[src/rtl/ramp_pkg.sv]
`timescale 1ns/1ps
package ramp_pkg;
    typedef enum logic [1:0] {
        REG_RISE_STEP = 2'd0,
        REG_FALL_STEP = 2'd1,
        REG_RISE_HOLD = 2'd2,
        REG_FALL_HOLD = 2'd3
    } cfg_sel_e;
endpackage

[src/rtl/ramp_dir_sync.sv]
`timescale 1ns/1ps
module ramp_dir_sync #(
    parameter int STAGES = 2
) (
    input  logic clk,
    input  logic srst,
    input  logic async_in,
    output logic level,
    output logic edge_up,
    output logic edge_dn
);
    // bits [STAGES-1:0] are the synchronizer, bit STAGES holds the previous level
    logic [STAGES:0] chain_d, chain_q;

    always_comb begin
        chain_d = {chain_q[STAGES-1:0], async_in};
    end

    always_ff @(posedge clk) begin
        if (srst) chain_q <= '0;
        else      chain_q <= chain_d;
    end

    assign level   = chain_q[STAGES-1];
    assign edge_up = chain_q[STAGES-1] & ~chain_q[STAGES];
    assign edge_dn = ~chain_q[STAGES-1] & chain_q[STAGES];
endmodule

[src/rtl/ramp_cfg_regs.sv]
`timescale 1ns/1ps
module ramp_cfg_regs import ramp_pkg::*; #(
    parameter int W      = 32,
    parameter int HOLD_W = 8
) (
    input  logic              clk,
    input  logic              srst,
    input  logic              we,
    input  logic [1:0]        addr,
    input  logic [W-1:0]      data,
    output logic [W-1:0]      rise_step,
    output logic [W-1:0]      fall_step,
    output logic [HOLD_W-1:0] rise_hold,
    output logic [HOLD_W-1:0] fall_hold
);
    typedef struct packed {
        logic [W-1:0]      rstep;
        logic [W-1:0]      fstep;
        logic [HOLD_W-1:0] rhold;
        logic [HOLD_W-1:0] fhold;
    } cfg_t;

    cfg_t cfg_d, cfg_q;

    always_comb begin
        cfg_d = cfg_q;
        if (we) begin
            case (cfg_sel_e'(addr))
                REG_RISE_STEP: cfg_d.rstep = data;
                REG_FALL_STEP: cfg_d.fstep = data;
                REG_RISE_HOLD: cfg_d.rhold = data[HOLD_W-1:0];
                REG_FALL_HOLD: cfg_d.fhold = data[HOLD_W-1:0];
                default:       cfg_d = cfg_q;
            endcase
        end
    end

    always_ff @(posedge clk) begin
        if (srst) cfg_q <= '0;
        else      cfg_q <= cfg_d;
    end

    assign rise_step = cfg_q.rstep;
    assign fall_step = cfg_q.fstep;
    assign rise_hold = cfg_q.rhold;
    assign fall_hold = cfg_q.fhold;

    // a write to the rising increment is visible on the next cycle
    a_r10_write_lands: assert property (@(posedge clk) disable iff (srst)
        (we && addr == 2'd0) |=> (rise_step == $past(data)));
endmodule

[src/rtl/ramp_hold_timer.sv]
`timescale 1ns/1ps
module ramp_hold_timer #(
    parameter int HOLD_W = 8
) (
    input  logic              clk,
    input  logic              srst,
    input  logic              restart,
    input  logic [HOLD_W-1:0] hold,
    output logic              tick
);
    localparam logic [HOLD_W-1:0] ONE = HOLD_W'(1);

    logic [HOLD_W-1:0] cnt_d, cnt_q;
    logic [HOLD_W-1:0] eff_hold;

    always_comb begin
        eff_hold = (hold == '0) ? ONE : hold;
        tick     = !restart && (cnt_q <= ONE);
        if (restart || cnt_q <= ONE) cnt_d = eff_hold;
        else                         cnt_d = cnt_q - ONE;
    end

    always_ff @(posedge clk) begin
        if (srst) cnt_q <= ONE;
        else      cnt_q <= cnt_d;
    end

    // the counter never rests at zero, so a zero hold acts as one
    a_r3_count_nonzero: assert property (@(posedge clk) disable iff (srst)
        cnt_q != '0);
    // every expiry reloads from the hold word selected at that moment
    a_r9_reload_current: assert property (@(posedge clk) disable iff (srst)
        tick |=> (cnt_q == (($past(hold) == '0) ? ONE : $past(hold))));
endmodule

[src/rtl/ramp_sweep_gen.sv]
`timescale 1ns/1ps
module ramp_sweep_gen import ramp_pkg::*; #(
    parameter int W           = 32,
    parameter int HOLD_W      = 8,
    parameter int SYNC_STAGES = 2
) (
    input  logic         clk,
    input  logic         srst,
    input  logic         dir_in,
    input  logic         snap_back,
    input  logic [W-1:0] start_word,
    input  logic [W-1:0] end_word,
    input  logic         cfg_we,
    input  logic [1:0]   cfg_addr,
    input  logic [W-1:0] cfg_data,
    output logic [W-1:0] ramp_out,
    output logic         sweep_done
);
    typedef struct packed {
        logic [W-1:0] acc;
        logic         parked;
    } ramp_t;

    logic              climb, up_edge, dn_edge, dir_edge, tick;
    logic [W-1:0]      rise_step, fall_step, span, room;
    logic [HOLD_W-1:0] rise_hold, fall_hold, sel_hold;
    logic              snap_now;
    ramp_t             st_d, st_q;

    ramp_dir_sync #(.STAGES(SYNC_STAGES)) u_sync (
        .clk(clk), .srst(srst), .async_in(dir_in),
        .level(climb), .edge_up(up_edge), .edge_dn(dn_edge)
    );

    ramp_cfg_regs #(.W(W), .HOLD_W(HOLD_W)) u_regs (
        .clk(clk), .srst(srst), .we(cfg_we), .addr(cfg_addr), .data(cfg_data),
        .rise_step(rise_step), .fall_step(fall_step),
        .rise_hold(rise_hold), .fall_hold(fall_hold)
    );

    assign dir_edge = up_edge | dn_edge;
    assign sel_hold = climb ? rise_hold : fall_hold;

    ramp_hold_timer #(.HOLD_W(HOLD_W)) u_timer (
        .clk(clk), .srst(srst), .restart(dir_edge), .hold(sel_hold), .tick(tick)
    );

    always_comb begin
        st_d     = st_q;
        span     = end_word - start_word;
        room     = span - st_q.acc;
        snap_now = climb && snap_back && !st_q.parked && (st_q.acc == span);
        if (dir_edge) st_d.parked = 1'b0;
        if (climb) begin
            if (snap_now) begin
                st_d.acc    = '0;
                st_d.parked = 1'b1;
            end else if (tick && !st_q.parked && st_q.acc < span) begin
                // clamp: never step past the end word, so no wrap is possible
                st_d.acc = (room <= rise_step) ? span : st_q.acc + rise_step;
            end
        end else if (tick && st_q.acc != '0) begin
            st_d.acc = (st_q.acc <= fall_step) ? '0 : st_q.acc - fall_step;
        end
    end

    always_ff @(posedge clk) begin
        if (srst) st_q <= '0;
        else      st_q <= st_d;
    end

    assign ramp_out   = start_word + st_q.acc;
    assign sweep_done = climb ? (st_q.parked || st_q.acc == span) : (st_q.acc == '0);

    // the offset never exceeds the programmed span
    a_r6_no_overflow: assert property (@(posedge clk) disable iff (srst)
        (start_word <= end_word) |-> (st_q.acc <= span));
    // climbing without snap-back never moves the ramp downward
    a_r4_climb_monotonic: assert property (@(posedge clk) disable iff (srst)
        (climb && !snap_back) |=> (st_q.acc >= $past(st_q.acc)));
    // descending never moves the ramp upward
    a_r5_fall_monotonic: assert property (@(posedge clk) disable iff (srst)
        !climb |=> (st_q.acc <= $past(st_q.acc)));
    // between timer expiries the value is frozen
    a_r3_hold_between_ticks: assert property (@(posedge clk) disable iff (srst)
        (!tick && !snap_now) |=> $stable(st_q.acc));
    // reaching the end in snap-back mode returns the output to start
    a_r7_snap_to_start: assert property (@(posedge clk) disable iff (srst)
        snap_now |=> (ramp_out == $past(start_word) && sweep_done));
endmodule

[config.mk]
export PLATFORM = sky130hd
export DESIGN_NAME = ramp_sweep_gen
export DESIGN_NICKNAME = d
export VERILOG_FILES = /design/src/rtl/ramp_pkg.sv /design/src/rtl/ramp_dir_sync.sv /design/src/rtl/ramp_cfg_regs.sv /design/src/rtl/ramp_hold_timer.sv /design/src/rtl/ramp_sweep_gen.sv
export SDC_FILE = /design/constraint.sdc
export NUM_CORES = 1
export LEC_CHECK = 0
export BUFFER_PORTS_ARGS = -buffer_cell sky130_fd_sc_hd__buf_2
export CAP_MARGIN = 25
export CELL_PAD_IN_SITES_DETAIL_PLACEMENT = 1
export CELL_PAD_IN_SITES_GLOBAL_PLACEMENT = 1
export CORE_MARGIN = 2
export CORE_UTILIZATION = 35
export DETAILED_ROUTE_END_ITERATION = 12
export GPL_TIMING_DRIVEN = 0
export PLACE_DENSITY = 0.67
export SLEW_MARGIN = 40
export SYNTH_ARGS = -nofsm -noshare
export SYNTH_HDL_FRONTEND = slang
export SYNTH_HIERARCHICAL = 1
export SYNTH_SLANG_ARGS = --single-unit
[constraint.sdc]
create_clock -name clk -period 6.25 [get_ports clk]
set_input_delay 0.3125 -clock clk [delete_from_list [all_inputs] [get_ports clk]]
set_output_delay 0.3125 -clock clk [all_outputs]
set_load 0.05 [all_outputs]
==> flow_summary.yaml <==
synthesis:
  synth_seq_area_share_pct: 16.9
  synthSimpleGateAreaFrac_pct: 19.5
  synthXorXnorAreaFrac_pct: 8.51
  syn-cell-area_sq_um: 14700
  synth_top_family_by_area: "compound AO/OA/AOI/OAI gates"
  async_flop_share_pct: 0
  postSynthNetCount: 2177
  synthFlopType: "dfxtp_1"
  netlist_instances: 1878
  synth_cell_types: 82
  synth_compound_area_share_pct: 24.5
  synthMuxAreaShare_pct: 7.58
  synth-edff-count: 0
  synthAdderAreaFrac_pct: 16.9
  avgSynthCellArea_sq_um: 7.83
  yosys_warnings: 6
  ys_ff_latch: 124
detailed_routing:
  drt_iter0_drc: 734
  wire_per_inst_microns: 20.7
  drt_pass1_iterations: 5
  vias: 14500
  drt-total-wl_mm: 54.5
  detail_route.vias_per_cell: 5.52
  drc: 0
  ant_nets: 0
floorplan:
  die-height_microns: 209
  num_io_pins: 136
  core-area_sq_um: 41800
  die_w_microns: 209
  die-area_sq_um: 43700
  start_util_pct: 35.2
  fp-row-count: 75
clock_network:
  cts.clk_slew.worst_paths_ps: 60
  cts_made_buffers: 17
  cts_hold_buf: 0
  clk_path_buf_depth: 2
  clockRootBuffer: "clkbuf_16"
  clock_latency_ps: 440
  htree_num_levels: 4
  cts_sinks: 124
  tritoncts: "yes"
global_routing:
  grt_pass1_vias: 15000
  grt_pass1_wl_mm: 84.3
  grt_overflow_total: 0
  grt_max_degree: 17
  grt.total_usage_pct: 24.6
  antenna_found_initial: 0
pwr:
  p_leak_nw: 8.03
  power.density_nw_per_um2: 642
  power_mw: 11.5
  peakVddDrop_mv: 0.259
sta:
  slew_headroom_pct: 41.8
  skew_ps: 10.6
  tightest_slew_ps: 874
  holdWs_ps: 94.4
  grt_setup_unrepaired: "true"
  post-route-period-util_pct: 101
  finalMaxSlewViolations: 0
  setup_ws_ps: -74.1
  hold_viol_final: 0
  setup_viol: 11
  post-route-min-period_ps: 6320
  fmax_mhz: 158
place:
  io_buffers: 135
  dp_hpwl_mm: 44.5
  dp.cells: 2552
  routabilityCongestion: 0.934
critical_path:
  slowest_delay_ps: 340
  cp-start-kind: "primary input"
  slowest_stage: "a221oi_4"
  path_class: "in2reg"
  crit_required_ps: 6540
  critPathMaxFanout: 5
  arrival_ps: 6620
  endpoint_kind: "flop"
job:
  cap_violations: 0
outcome:
  violations: "setup timing"
  status: "finished with violations"
layout:
  drive_gt1_share_pct: 17.5
  final_cells: 2631
  area_growth_pct: 21.2
  antenna_cells: 0
  final_nets: 2378
min_path:
  hp-class: "in2reg"
## cell type report
type | instances | area [sq um]
timing repair buffer | 183 | 1110
inverter | 170 | 641
buffer | 51 | 298
multi-input combinational | 1532 | 12000
clock buffer | 18 | 429
tap | 539 | 674
sequential | 124 | 2480
clock inverter | 14 | 185
fill | 5090 | 23900
## final timing paths
| kind | from | end | slack, ps | cells past startpoint |
|---|---|---|---|---|
| worst max-delay path | start_word[1] | st_q[9] | -70 | 33 |
| worst min register to register | u_sync/chain_q[0] | u_sync/chain_q[1] | 440 | 1 |
| worst max register to register | st_q[2] | st_q[9] | 300 | 24 |
| worst min-delay path | dir_in | u_sync/chain_q[0] | 90 | 2 |
## sequential cells by signal (all words and copies together), names as in the netlist
signal and count:
u_regs/fall_step 32, u_regs/fall_hold 8, u_regs/rise_hold 8, u_sync/chain_q 3, u_regs/rise_step 32, st_q 33
u_timer/cnt_q 8
## worst max-delay path, delay by kind of cell
kind / cells / cell delay [ps]
adder cells (fa/ha/maj): 3 / 790
AO/OA/AOI/OAI: 14 / 3030
buffers and inverters: 5 / 630
XOR/XNOR: 2 / 310
AND/OR/NAND/NOR: 8 / 1240
multiplexers: 1 / 290
## per-layer routing
| metal | wire length [microns] | up-vias | GRT usage (%) |
|---|---|---|---|
| met2 | 25400 | 280 | 42.2 |
| met4 | 1310 | 0 | 6.72 |
| li1 | - | 7192 | - |
| met5 | 0 | - | 0 |
| met3 | 1530 | 51 | 1.86 |
| met1 | 26300 | 7012 | 33.2 |
## kinds of logic (layout without fill, tap and decap cells)
kind of cell    Yosys count  after routing
fa+ha+maj               196            196
buf+inv                 222            436
xor+xnor                143            143
simple gates            546            546
flops                   124            124
mux                     110            110
compound gates          537            537
## placed cells by master, fill, tap and decap left out, drive strengths merged, types with 18 or more instances in the layout
cell | synthesis | final
a21oi | 150 | 150
mux2i | 99 | 99
nand2b | 133 | 133
o21a | 23 | 23
ha | 191 | 191
nor3 | 31 | 31
o21ai | 90 | 90
nand2 | 94 | 94
nand4 | 23 | 23
nand3 | 34 | 34
a21o | 80 | 80
xnor2 | 91 | 91
a31oi | 30 | 30
nor2b | 27 | 27
dfxtp | 124 | 124
a211oi | 34 | 34
inv | 170 | 176
clkbuf | 30 | 46
xor2 | 52 | 52
nor2 | 119 | 119
buf | 22 | 206
and3 | 19 | 19
o21bai | 18 | 18
## through the flow
step	setup slack [ps]	TNS (ps)	cell area [sq um]	utilization, %
final	-74.1	-372	17800	42.7
after global routing	-303	-7510	17800	42.7
after CTS	6.69	0	17500	42.0
after detailed placement	-2460	-67470	16100	38.5
after global placement	-2300	-62960	16100	38.5
after floorplan	71.9	0	14700	-
## where the power goes
| group | internal [mW] | switching, mW | leakage (nW) |
|---|---|---|---|
| sequential | 0.941 | 0.356 | 1.01 |
| combinational | 3.70 | 5.40 | 6.72 |
| clock | 0.638 | 0.423 | 0.296 |
| total | 5.27 | 6.18 | 8.03 |
## cell usage after synthesis, types with 4 or more instances
library cell	number	area [sq um]
inv_1	170	638
buf_6	4	45.0
o21ai_0	88	440
a31oi_1	27	169
a31o_2	4	35.0
a22oi_1	4	30.0
nand3b_1	4	30.0
o21a_1	23	173
nor4_1	14	87.6
o21bai_1	18	135
mux2_2	11	124
fa_1	5	100
o31ai_1	7	52.6
nor2_1	119	447
o22ai_1	4	25.0
nand2_1	94	353
a211o_1	4	35.0
dfxtp_1	124	2480
a211oi_1	34	255
xor2_1	52	455
and4_1	6	52.6
nor3_1	31	155
a311oi_1	8	70.1
and3_1	19	119
a2111oi_0	6	52.6
or2_2	7	43.8
a21oi_1	149	746
nand4_1	23	144
clkbuf_1	30	113
nand2b_1	133	832
ha_1	191	2390
buf_2	14	70.1
or3_1	10	62.6
a221oi_1	14	123
nand3_1	34	170
a21o_1	80	601
a41oi_1	4	35.0
nor3b_1	8	60.1
and2_1	6	37.5
mux2i_1	99	991
nor2b_1	27	169
o211ai_1	13	97.6
o221ai_1	7	61.3
xnor2_1	91	797
## timing repair
action | CTS | global route
setup buffers | 31 | 14
setup endpoints to repair | 32 | 32
gates cloned | 3 | 0
pin swaps | 48 | 41
gates resized for setup | 107 | 41
hold endpoints to repair | 0 | 0
No activity file was read; power rests on OpenSTA's default activity.
